### src/rtl/i2ct_pkg.sv
package i2ct_pkg;

    localparam int BYTE_BITS = 8;
    localparam int ADDR_BITS = 7;

    typedef enum logic [2:0] {
        ST_IDLE,
        ST_ADDR,
        ST_ADDR_ACK,
        ST_RX,
        ST_RX_ACK,
        ST_TX_WAIT,
        ST_TX,
        ST_TX_ACK
    } tgt_state_e;

    typedef struct packed {
        logic start;
        logic stop;
        logic scl_rise;
        logic scl_fall;
        logic expire;
    } bus_evt_t;

    function automatic logic addr_hit(input logic [BYTE_BITS-1:0] first_byte,
                                      input logic [ADDR_BITS-1:0] own);
        return first_byte[BYTE_BITS-1:1] == own;
    endfunction

endpackage

### src/rtl/i2ct_bus_mon.sv
module i2ct_bus_mon
    import i2ct_pkg::*;
#(
    parameter int TO_W = 8
) (
    input  logic            clk,
    input  logic            rst,
    input  logic            scl,
    input  logic            sda,
    input  logic [TO_W-1:0] cfg_timeout,
    output bus_evt_t        evt,
    output logic            busy
);

    logic            scl_p, sda_p;
    logic [TO_W-1:0] idle_cnt;
    logic            any_edge, hi_prev, expire_raw;

    assign any_edge = (scl_p != scl) || (sda_p != sda);
    assign hi_prev  = scl_p && sda_p;

    assign evt.start    = scl_p && scl && sda_p && !sda;
    assign evt.stop     = scl_p && scl && !sda_p && sda;
    assign evt.scl_rise = !scl_p && scl;
    assign evt.scl_fall = scl_p && !scl;

    // Expiry is judged from last cycle's line samples, so a START in this
    // cycle can be seen alongside it and take precedence.
    assign expire_raw = busy && hi_prev && (cfg_timeout != '0)
                      && (idle_cnt == cfg_timeout - 1'b1);
    assign evt.expire = expire_raw && !evt.start;

    always_ff @(posedge clk) begin
        if (rst) begin
            scl_p    <= 1'b1;
            sda_p    <= 1'b1;
            idle_cnt <= '0;
            busy     <= 1'b0;
        end else begin
            scl_p <= scl;
            sda_p <= sda;
            if (any_edge || !hi_prev || !busy || expire_raw)
                idle_cnt <= '0;
            else
                idle_cnt <= idle_cnt + 1'b1;
            if (evt.start)
                busy <= 1'b1;
            else if (evt.stop || evt.expire)
                busy <= 1'b0;
        end
    end

    AST_START_SETS_BUSY: assert property (@(posedge clk) disable iff (rst)
        evt.start |=> busy);
    AST_STOP_FREES_BUS: assert property (@(posedge clk) disable iff (rst)
        evt.stop |=> !busy);
    AST_EXPIRE_FREES_BUS: assert property (@(posedge clk) disable iff (rst)
        evt.expire |=> !busy);

endmodule

### src/rtl/i2ct_rxbuf.sv
module i2ct_rxbuf #(
    parameter int DEPTH = 2,
    parameter int W     = 8
) (
    input  logic         clk,
    input  logic         rst,
    input  logic         push,
    input  logic [W-1:0] push_data,
    input  logic         pop,
    output logic         accept,
    output logic [W-1:0] head,
    output logic         valid,
    output logic         full
);

    localparam int PTR_W = (DEPTH > 1) ? $clog2(DEPTH) : 1;
    localparam int CNT_W = $clog2(DEPTH + 1);
    localparam logic [PTR_W-1:0] LAST = PTR_W'(DEPTH - 1);

    logic [W-1:0]     mem [DEPTH];
    logic [PTR_W-1:0] rptr, wptr;
    logic [CNT_W-1:0] cnt;
    logic             do_pop;

    assign valid  = cnt != '0;
    assign full   = cnt == CNT_W'(DEPTH);
    assign do_pop = pop && valid;
    // A pop in the same cycle frees a slot for the incoming byte.
    assign accept = push && (!full || do_pop);
    assign head   = mem[rptr];

    always_ff @(posedge clk) begin
        if (rst) begin
            rptr <= '0;
            wptr <= '0;
            cnt  <= '0;
            for (int i = 0; i < DEPTH; i++) mem[i] <= '0;
        end else begin
            if (accept) begin
                mem[wptr] <= push_data;
                wptr      <= (wptr == LAST) ? '0 : wptr + 1'b1;
            end
            if (do_pop)
                rptr <= (rptr == LAST) ? '0 : rptr + 1'b1;
            case ({accept, do_pop})
                2'b10:   cnt <= cnt + 1'b1;
                2'b01:   cnt <= cnt - 1'b1;
                default: cnt <= cnt;
            endcase
        end
    end

    AST_RACE_KEEPS_BYTE: assert property (@(posedge clk) disable iff (rst)
        push && pop && valid |=> valid);
    AST_FULL_DROPS: assert property (@(posedge clk) disable iff (rst)
        push && full && !pop |=> $stable(cnt));
    AST_NO_OVERFLOW: assert property (@(posedge clk) disable iff (rst)
        cnt <= CNT_W'(DEPTH));

endmodule

### src/rtl/i2ct_fsm.sv
module i2ct_fsm
    import i2ct_pkg::*;
(
    input  logic                 clk,
    input  logic                 rst,
    input  logic                 en,
    input  logic                 abort,
    input  logic                 go_idle,
    input  bus_evt_t             evt,
    input  logic                 sda,
    input  logic [ADDR_BITS-1:0] own_addr,
    input  logic                 tx_valid,
    input  logic [BYTE_BITS-1:0] tx_data,
    input  logic                 accept,
    output logic                 push,
    output logic [BYTE_BITS-1:0] push_data,
    output logic                 arb_lost,
    output logic                 sda_oe,
    output logic                 scl_oe
);

    localparam logic [3:0] LAST_BIT = 4'(BYTE_BITS);

    tgt_state_e           state;
    logic [3:0]           bitcnt;
    logic [BYTE_BITS-1:0] sh;
    logic                 rw, nack, kill, live;

    assign kill = !en || abort || evt.stop || (go_idle && evt.expire);
    assign live = !kill && !evt.start;

    assign push      = live && (state == ST_RX) && evt.scl_fall && (bitcnt == LAST_BIT);
    assign push_data = sh;
    assign arb_lost  = live && (state == ST_TX) && evt.scl_rise && !sda_oe && !sda;

    always_ff @(posedge clk) begin
        if (rst) begin
            state  <= ST_IDLE;
            bitcnt <= '0;
            sh     <= '0;
            rw     <= 1'b0;
            nack   <= 1'b0;
            sda_oe <= 1'b0;
            scl_oe <= 1'b0;
        end else if (kill) begin
            state  <= ST_IDLE;
            sda_oe <= 1'b0;
            scl_oe <= 1'b0;
        end else if (evt.start) begin
            state  <= ST_ADDR;
            bitcnt <= '0;
            sda_oe <= 1'b0;
            scl_oe <= 1'b0;
        end else begin
            unique case (state)
                ST_IDLE: ;
                ST_ADDR: begin
                    if (evt.scl_rise && bitcnt != LAST_BIT) begin
                        sh     <= {sh[BYTE_BITS-2:0], sda};
                        bitcnt <= bitcnt + 1'b1;
                    end
                    if (evt.scl_fall && bitcnt == LAST_BIT) begin
                        if (addr_hit(sh, own_addr)) begin
                            sda_oe <= 1'b1;
                            rw     <= sh[0];
                            state  <= ST_ADDR_ACK;
                        end else begin
                            state <= ST_IDLE;
                        end
                    end
                end
                ST_ADDR_ACK: if (evt.scl_fall) begin
                    sda_oe <= 1'b0;
                    bitcnt <= '0;
                    if (rw) begin
                        scl_oe <= 1'b1;
                        state  <= ST_TX_WAIT;
                    end else begin
                        state <= ST_RX;
                    end
                end
                ST_RX: begin
                    if (evt.scl_rise && bitcnt != LAST_BIT) begin
                        sh     <= {sh[BYTE_BITS-2:0], sda};
                        bitcnt <= bitcnt + 1'b1;
                    end
                    if (evt.scl_fall && bitcnt == LAST_BIT) begin
                        sda_oe <= accept;
                        state  <= ST_RX_ACK;
                    end
                end
                ST_RX_ACK: if (evt.scl_fall) begin
                    sda_oe <= 1'b0;
                    bitcnt <= '0;
                    state  <= ST_RX;
                end
                ST_TX_WAIT: if (tx_valid) begin
                    sh     <= tx_data;
                    sda_oe <= !tx_data[BYTE_BITS-1];
                    scl_oe <= 1'b0;
                    bitcnt <= '0;
                    state  <= ST_TX;
                end
                ST_TX: begin
                    if (arb_lost) begin
                        sda_oe <= 1'b0;
                        state  <= ST_IDLE;
                    end else begin
                        if (evt.scl_rise)
                            bitcnt <= bitcnt + 1'b1;
                        if (evt.scl_fall) begin
                            if (bitcnt == LAST_BIT) begin
                                sda_oe <= 1'b0;
                                state  <= ST_TX_ACK;
                            end else begin
                                sh     <= {sh[BYTE_BITS-2:0], 1'b0};
                                sda_oe <= !sh[BYTE_BITS-2];
                            end
                        end
                    end
                end
                ST_TX_ACK: begin
                    if (evt.scl_rise)
                        nack <= sda;
                    if (evt.scl_fall) begin
                        if (nack) begin
                            state <= ST_IDLE;
                        end else begin
                            scl_oe <= 1'b1;
                            state  <= ST_TX_WAIT;
                        end
                    end
                end
                default: state <= ST_IDLE;
            endcase
        end
    end

    AST_ABORT_FREES_LINES: assert property (@(posedge clk) disable iff (rst)
        abort |=> !sda_oe && !scl_oe);
    AST_ARB_FREES_LINES: assert property (@(posedge clk) disable iff (rst)
        arb_lost |=> !sda_oe && !scl_oe && state == ST_IDLE);
    AST_GO_IDLE: assert property (@(posedge clk) disable iff (rst)
        en && go_idle && evt.expire |=> state == ST_IDLE);
    AST_DISABLED_QUIET: assert property (@(posedge clk) disable iff (rst)
        !en |=> !sda_oe && !scl_oe);
    AST_ACK_ONLY_AFTER_EIGHT: assert property (@(posedge clk) disable iff (rst)
        state == ST_ADDR && evt.scl_fall && bitcnt != LAST_BIT |=> !sda_oe);
    AST_STRETCH_ONLY_WAITING: assert property (@(posedge clk) disable iff (rst)
        scl_oe |-> state == ST_TX_WAIT);

endmodule

### src/rtl/i2ct_target.sv
module i2ct_target
    import i2ct_pkg::*;
#(
    parameter int TO_W     = 8,
    parameter int RX_DEPTH = 2
) (
    input  logic                 clk,
    input  logic                 rst,
    input  logic                 scl_i,
    input  logic                 sda_i,
    output logic                 scl_oe,
    output logic                 sda_oe,
    input  logic                 cfg_en,
    input  logic [ADDR_BITS-1:0] cfg_addr,
    input  logic [TO_W-1:0]      cfg_timeout,
    input  logic                 cfg_go_idle,
    input  logic                 cmd_abort,
    input  logic                 flag_clr,
    input  logic                 tx_valid,
    input  logic [BYTE_BITS-1:0] tx_data,
    input  logic                 rx_pop,
    output logic [BYTE_BITS-1:0] rx_data,
    output logic                 rx_valid,
    output logic                 rx_full,
    output logic                 bus_busy,
    output logic                 flag_timeout,
    output logic                 flag_arblost
);

    bus_evt_t             evt;
    logic                 push, accept, arb_lost;
    logic [BYTE_BITS-1:0] push_data;

    i2ct_bus_mon #(.TO_W(TO_W)) u_mon (
        .clk         (clk),
        .rst         (rst),
        .scl         (scl_i),
        .sda         (sda_i),
        .cfg_timeout (cfg_timeout),
        .evt         (evt),
        .busy        (bus_busy)
    );

    i2ct_fsm u_fsm (
        .clk       (clk),
        .rst       (rst),
        .en        (cfg_en),
        .abort     (cmd_abort),
        .go_idle   (cfg_go_idle),
        .evt       (evt),
        .sda       (sda_i),
        .own_addr  (cfg_addr),
        .tx_valid  (tx_valid),
        .tx_data   (tx_data),
        .accept    (accept),
        .push      (push),
        .push_data (push_data),
        .arb_lost  (arb_lost),
        .sda_oe    (sda_oe),
        .scl_oe    (scl_oe)
    );

    i2ct_rxbuf #(.DEPTH(RX_DEPTH), .W(BYTE_BITS)) u_rxbuf (
        .clk       (clk),
        .rst       (rst),
        .push      (push),
        .push_data (push_data),
        .pop       (rx_pop),
        .accept    (accept),
        .head      (rx_data),
        .valid     (rx_valid),
        .full      (rx_full)
    );

    always_ff @(posedge clk) begin
        if (rst) begin
            flag_timeout <= 1'b0;
            flag_arblost <= 1'b0;
        end else begin
            if (evt.expire)    flag_timeout <= 1'b1;
            else if (flag_clr) flag_timeout <= 1'b0;
            if (arb_lost)      flag_arblost <= 1'b1;
            else if (flag_clr) flag_arblost <= 1'b0;
        end
    end

    AST_ARB_FLAG_SET: assert property (@(posedge clk) disable iff (rst)
        arb_lost |=> flag_arblost);
    AST_TIMEOUT_FLAG_SET: assert property (@(posedge clk) disable iff (rst)
        evt.expire |=> flag_timeout);

endmodule

### config.mk
export PLATFORM = sky130hd
export DESIGN_NAME = i2ct_target
export DESIGN_NICKNAME = d
export VERILOG_FILES = /design/src/rtl/i2ct_pkg.sv /design/src/rtl/i2ct_bus_mon.sv /design/src/rtl/i2ct_rxbuf.sv /design/src/rtl/i2ct_fsm.sv /design/src/rtl/i2ct_target.sv
export SDC_FILE = /design/constraint.sdc
export NUM_CORES = 1
export LEC_CHECK = 0
export CAP_MARGIN = 20
export CORE_MARGIN = 2
export CORE_UTILIZATION = 50
export DETAILED_ROUTE_END_ITERATION = 8
export PLACE_DENSITY_LB_ADDON = 0.2
export SYNTH_ARGS = -nofsm -noshare
export SYNTH_HDL_FRONTEND = slang
export SYNTH_SLANG_ARGS = --single-unit
### constraint.sdc
create_clock -name clk -period 3.95 [get_ports clk]
set_input_delay 0.79 -clock clk [delete_from_list [all_inputs] [get_ports clk]]
set_output_delay 0.79 -clock clk [all_outputs]
set_load 0.02 [all_outputs]
==> run metrics, run 1 <==
CP Data Arrival Time about 3.8 ns; most frequent cells in the layout clkdlybuf4s50_1, nor2_1, dfxtp_1; Reg area ~1200 um2; Setup crit end u_rxbuf.cnt[1]$_SDFFE_PP0P_; Root Buffer clkbuf_8; Crit path required time around 4.2 ns; multi-input logic area 1810 um2; post-synthesis simple-gate area fraction 26.44%; drt pass-1 iters 4; FF-to-FF Start u_mon.idle_cnt[2]$_SDFF_PP0_; post-layout util between 60% and 70%; Die Area 6973 um2; max-slew violations 0; max-cap violation count 0; Mean Syn Cell Area 9.004 um2; PostCTS Resize Cnt 0; synthesized area 3161 um2; drt via density 5.599; Setup CP Type in -> reg; routed len/inst 14.82 um; Die Span Y between 80 and 90 um; clk sinks 53; HP Class reg -> reg; logic gate share of total power about 11%; VDD IR max approximately 0.22 mV; Hold Fails Final Rpt 0; Area growth syn-to-layout 20.47%; sequential power share 56.4%; Seq/Total Area, Yosys approximately two fifths; number of synthesized flops with an enable pin 16; dpl hpwl ~5300 um; largest net degree at the start of global routing 23; Fill cells about 550; routability cong. ~0.9; RSZ-0062 raised after global routing no; XOR/XNOR share of the synthesized area under 10%; core area 6026 um2; total CTS buffers 5; status finished, final reports clean; Worst Max-Slew Pin Slew 0.7850 ns; # rows 28; Die X ~84 um; Slew headroom 47.56%; Critical Path Source Type input port; Worst R2R Setup Slack about 1.4 ns; initial antenna violation count 0; GRT Total Usage about 20%; Register-to-Register Path Depth 8; Distinct cells, synth 48; CTS tree done; Initial Util a little over half; asr flop ratio synth 0%; IO Port Bufs 47; Post-Synthesis Cells ~350; Cells after DPL roughly 470; DRC 0; most common cell after layout, fill and taps aside clkdlybuf4s50_1; residual antenna-violating net count after detailed routing 0; minimum clock period around 3.5 ns; r2r endpoint u_rxbuf.cnt[1]$_SDFFE_PP0P_; total wire length 7025 um; global-route wire length before repair around 12000 um; sw frac 25.09%; clock latency on the worst-skew pair 0.32 ns; Critical Path Start cfg_timeout[0]; layout cell share with drive strength beyond 1 a little under an eighth; io pins between 40 and 50; DRT iter0 DRCs roughly 200; Final TNS setup 0 ns; internal cell power 0.7629 mW; fmax 282.0 MHz; largest family of logic cells by synthesized area simple AND/OR/NAND/NOR gates; Final period util 89.76%; Critical Path End Type flip-flop; syn_nets between 300 and 400; GR Overflow Total 0; Seq cells post-synth 53; mux contribution to synthesized area ~8.5%; n_diodes 0; clk slew on worst S/H paths 0.10 ns; non-filler cells, final between 400 and 500; # Post-CTS Setup Buffers 0; CP max FO 6; # nets final 439; Leak roughly 1.4 nW; post-synthesis adder-cell area fraction about 3.2%; vias in the first global route about 2400; P_sw 0.2555 mW; pwr/cell area between 200 and 300 nW/um2; Vias 2654; Synth Area in Compound Gates a little under an eighth; Primary FF master, synth dfxtp_1; Final setup viols 0; Synth Warn # 0; clock buffer depth 2; hold-fix buffers at CTS 0; H-tree levels 2; clock share of power 32.4%; worst clock skew 0.01484 ns
-- flip-flops by register name, indices dropped and copies added, names as in the netlist, named ones only --
| register | cells |
|---|---|
| u_rxbuf.mem | 16 |
| u_fsm.push_data | 8 |
| u_mon.idle_cnt | 8 |
| u_fsm.bitcnt | 4 |
| u_fsm.state | 3 |
| u_rxbuf.cnt | 2 |
| flag_arblost | 1 |
| flag_timeout | 1 |
| u_fsm.nack | 1 |
| u_fsm.rw | 1 |
| u_fsm.scl_oe | 1 |
| u_fsm.sda_oe | 1 |
| u_mon.busy | 1 |
| u_mon.scl_p | 1 |
| u_mon.sda_p | 1 |
| u_rxbuf.rptr | 1 |
| u_rxbuf.wptr | 1 |
-- worst max-delay path, cell delays in order --
cell	delay, ns
clkdlybuf4s50_1	0.55
inv_1	0.07
ha_1	0.25
o21ba_2	0.23
a221oi_1	0.33
o211ai_2	0.13
or4_4	0.45
nand4_4	0.15
ha_1	0.28
or3_1	0.40
a21oi_1	0.17
-- final cells by class --
type / instances / area share (%)
Sequential cell: 53 / 32.07
Clock buffer: 5 / 1.807
Clock inverter: 3 / 0.8873
Tap cell: 75 / 2.465
Timing Repair Buffer: 53 / 13.54
Inverter: 17 / 1.676
Multi-Input combinational cell: 268 / 47.55
-- cells by family after synthesis --
group                    count (synthesis)
AND/OR/NAND/NOR                        149
flip-flops                              53
AO/OA/AOI/OAI                           59
XOR/XNOR                                27
adder cells (fa/ha/maj)                  8
multiplexers                            25
buffers and inverters                   30
-- synth_stat cells (all sizes together) (5+ instances only) --
master	number	area, um2
or2	5	31.28
clkbuf	12	45.04
nor2	42	157.7
dfxtp	37	740.7
nand3b	5	37.54
and2	18	112.6
a21oi	28	143.9
xnor2	12	105.1
nand2	16	70.07
o21ai	11	55.05
mux2i	10	100.1
nand2b	6	37.54
or3	7	43.79
ha	8	100.1
xor2	15	131.4
mux2	15	168.9
nand4	7	73.82
edfxtp	16	480.5
nand3	13	65.06
nor3	11	60.06
inv	17	63.81
-- metal layers --
| metal | track usage [%] | share of wire [%] | up-vias |
|---|---|---|---|
| met2 | 32.62 | 47 | 86 |
| met4 | 4.252 | 1.1 | 0 |
| met1 | 28.16 | 46 | 1221 |
| met5 | 0 | 0 | - |
| met3 | 4.055 | 5.9 | 12 |
| li1 | - | - | 1335 |
-- through the flow --
stage               hold WS [ns]  total power, mW  setup WS, ns  area, um2
global route              0.5323            1.061        0.2007       3807
floorplan                 0.4599           0.6395        0.8276       3161
global placement          0.4665           0.6985        0.1901       3705
CTS                       0.4967            1.025        0.4011       3807
finish                    0.4897            1.018        0.4044       3807
detailed placement        0.4699           0.7008       0.06885       3705
-- worst min-delay path by stage --
stage	startpoint	endpoint	depth (start not counted)
final	flag_arblost$_SDFFE_PP0P_	flag_arblost$_SDFFE_PP0P_	2
after global routing	flag_arblost$_SDFFE_PP0P_	flag_arblost$_SDFFE_PP0P_	2
after CTS	flag_arblost$_SDFFE_PP0P_	flag_arblost$_SDFFE_PP0P_	2
after floorplan	u_mon.idle_cnt[0]$_SDFF_PP0_	u_mon.idle_cnt[0]$_SDFF_PP0_	1
after global placement	flag_arblost$_SDFFE_PP0P_	flag_arblost$_SDFFE_PP0P_	2
after detailed placement	flag_arblost$_SDFFE_PP0P_	flag_arblost$_SDFFE_PP0P_	2
-- power by group through the flow --
stage / Combinational, mW / Sequential [mW] / Clock [mW]
final: 0.114 / 0.575 / 0.330
after global routing: 0.122 / 0.576 / 0.362
after CTS: 0.114 / 0.575 / 0.336
after detailed placement: 0.114 / 0.587 / 0
after global placement: 0.112 / 0.587 / 0
after floorplan: 0.0531 / 0.586 / 0
Power figures use the tool's default switching activity.
==> run 2, diff against run 1 <==
CAP_MARGIN = 40   (was 20)
RECOVER_POWER = 100   (was unset)
==> run metrics, run 2 (same netlist as run 1, synthesis figures left out) <==
status finished, final reports clean (unchanged); most common cell after layout, fill and taps aside nor2_1 (was clkdlybuf4s50_1); routed len/inst 14.83 um (was 14.82 um); Largest Register u_rxbuf.mem (unchanged); fmax 276.2 MHz (was 282.0 MHz); RSZ-0062 raised after global routing no (unchanged); Leak 1.422 nW (was 1.423 nW); routability cong. 0.8964 (unchanged); # Post-CTS Setup Buffers 0 (unchanged); most frequent cells in the layout nor2_1, dfxtp_1, clkdlybuf4s50_1 (was clkdlybuf4s50_1, nor2_1, dfxtp_1); max-cap violation count 0 (unchanged); hold-fix buffers at CTS 0 (unchanged); layout cell share with drive strength beyond 1 9.524% (was 11.28%); Worst Max-Slew Pin Slew 0.8818 ns (was 0.7850 ns); clock latency on the worst-skew pair 0.32 ns (about the same); DRC 0 (unchanged); max FFs per register 16 (unchanged); Slew headroom 41.21% (was 47.56%); minimum clock period 3.621 ns (was 3.546 ns); io pins 48 (unchanged); clock buffer depth 2 (unchanged); GR Overflow Total 0 (unchanged); CP max FO 10 (was 6); Die X 83.51 um (unchanged); Pwr Total 1.015 mW (was 1.018 mW); global-route wire length before repair 11590 um (unchanged); Final setup viols 0 (unchanged); Final period util 91.67% (was 89.76%); Setup CP Type in -> reg (unchanged); largest net degree at the start of global routing 23 (unchanged); HP Class reg -> reg (unchanged); Crit path required time 4.19 ns (was 4.20 ns); Root Buffer clkbuf_8 (unchanged); Area growth syn-to-layout 19.52% (was 20.47%); # nets final 439 (unchanged); max-slew violations 0 (unchanged); total wire length 7028 um (was 7025 um); CP Data Arrival Time 3.86 ns (was 3.79 ns); Hold Fails Final Rpt 0 (unchanged); Critical Path Source Type input port (unchanged); Final TNS setup 0 ns (unchanged); clk slew on worst S/H paths 0.10 ns (about the same); Die Span Y 83.51 um (unchanged); Die Area 6973 um2 (unchanged); GRT Total Usage 20.18% (unchanged); Initial Util 52.45% (unchanged); residual antenna-violating net count after detailed routing 0 (unchanged); core area 6026 um2 (unchanged); IO Port Bufs 47 (unchanged); dpl hpwl 5305 um (unchanged); PostCTS Resize Cnt 0 (unchanged); drt via density 5.584 (was 5.599); H-tree levels 2 (unchanged); VDD IR max 0.2149 mV (was 0.2154 mV); CTS tree done (unchanged); Vias 2647 (was 2654); Critical Path End Type flip-flop (unchanged); pwr/cell area 268.6 nW/um2 (was 267.5 nW/um2); total CTS buffers 5 (unchanged); # rows 28 (unchanged); worst clock skew 0.01451 ns (was 0.01484 ns); drt pass-1 iters 4 (unchanged); DRT iter0 DRCs 203 (was 201); initial antenna violation count 0 (unchanged); n_diodes 0 (unchanged); vias in the first global route 2398 (unchanged); clk sinks 53 (unchanged); Worst R2R Setup Slack 1.36 ns (was 1.35 ns)
run 2: cell types whose count changed in the layout (fill, tap and decap cells not counted), sizes merged:
| cell | delta |
|---|---|
| dlygate4sd3 | +17 |
| clkbuf | +3 |
| clkdlybuf4s50 | -17 |
| buf | -3 |
run 2: stage by stage:
step | hold slack (ns) | area, um2 | instances | setup slack, ns | util, %
after floorplan | 0.4599 | 3161 | 351 | 0.8276 | -
after global placement | 0.4665 | 3705 | 466 | 0.1901 | 61.48
after detailed placement | 0.4699 | 3705 | 466 | 0.06885 | 61.48
after CTS | 0.4967 | 3807 | 474 | 0.4011 | 63.19
after global routing | 0.5295 | 3777 | 474 | 0.1191 | 62.69
final | 0.4867 | 3777 | 474 | 0.3289 | 62.69
run 2: worst paths after layout:
check,from,endpoint,cells after the start
min,flag_arblost$_SDFFE_PP0P_,flag_arblost$_SDFFE_PP0P_,2
min reg2reg,flag_arblost$_SDFFE_PP0P_,flag_arblost$_SDFFE_PP0P_,2
max reg2reg,u_mon.idle_cnt[2]$_SDFF_PP0_,u_rxbuf.cnt[1]$_SDFFE_PP0P_,8
max,cfg_timeout[2],u_fsm.bitcnt[3]$_SDFFE_PP0P_,9
run 2: metal layers:
layer	global-route usage, %	vias to the layer above	wire, um
met5	0	-	0
met3	4.055	9	434
met4	4.252	0	72
li1	-	1325	-
met1	28.16	1219	3236
met2	32.62	94	3285
run 2: cell type report:
cell class / instances / area, um2
Fill cell: 555 / 2248
Clock inverter: 3 / 33.78
Clock buffer: 5 / 68.82
Sequential cell: 53 / 1221
Multi-Input combinational cell: 268 / 1792
Tap cell: 75 / 93.84
Timing Repair Buffer: 53 / 504.2
Inverter: 17 / 63.81
run 2: report_power, final:
part           switching (mW)  internal [mW]
clock network           0.198          0.132
registers             0.00510          0.569
logic                  0.0520         0.0582
run 2: worst max-delay path, cell delays in order:
cell             delay, ns
clkdlybuf4s50_1       0.50
or4_4                 0.58
or3_1                 0.39
o211ai_2              0.08
or4_4                 0.16
clkbuf_1              0.43
nand2_1               0.27
or4_1                 0.52
a21oi_1               0.14
==> run 3, diff against run 2 <==
TNS_END_PERCENT = 20   (was unset)
==> results of run 3 <==
No change in the layout: final DEF, timing and power equal those of run 2.
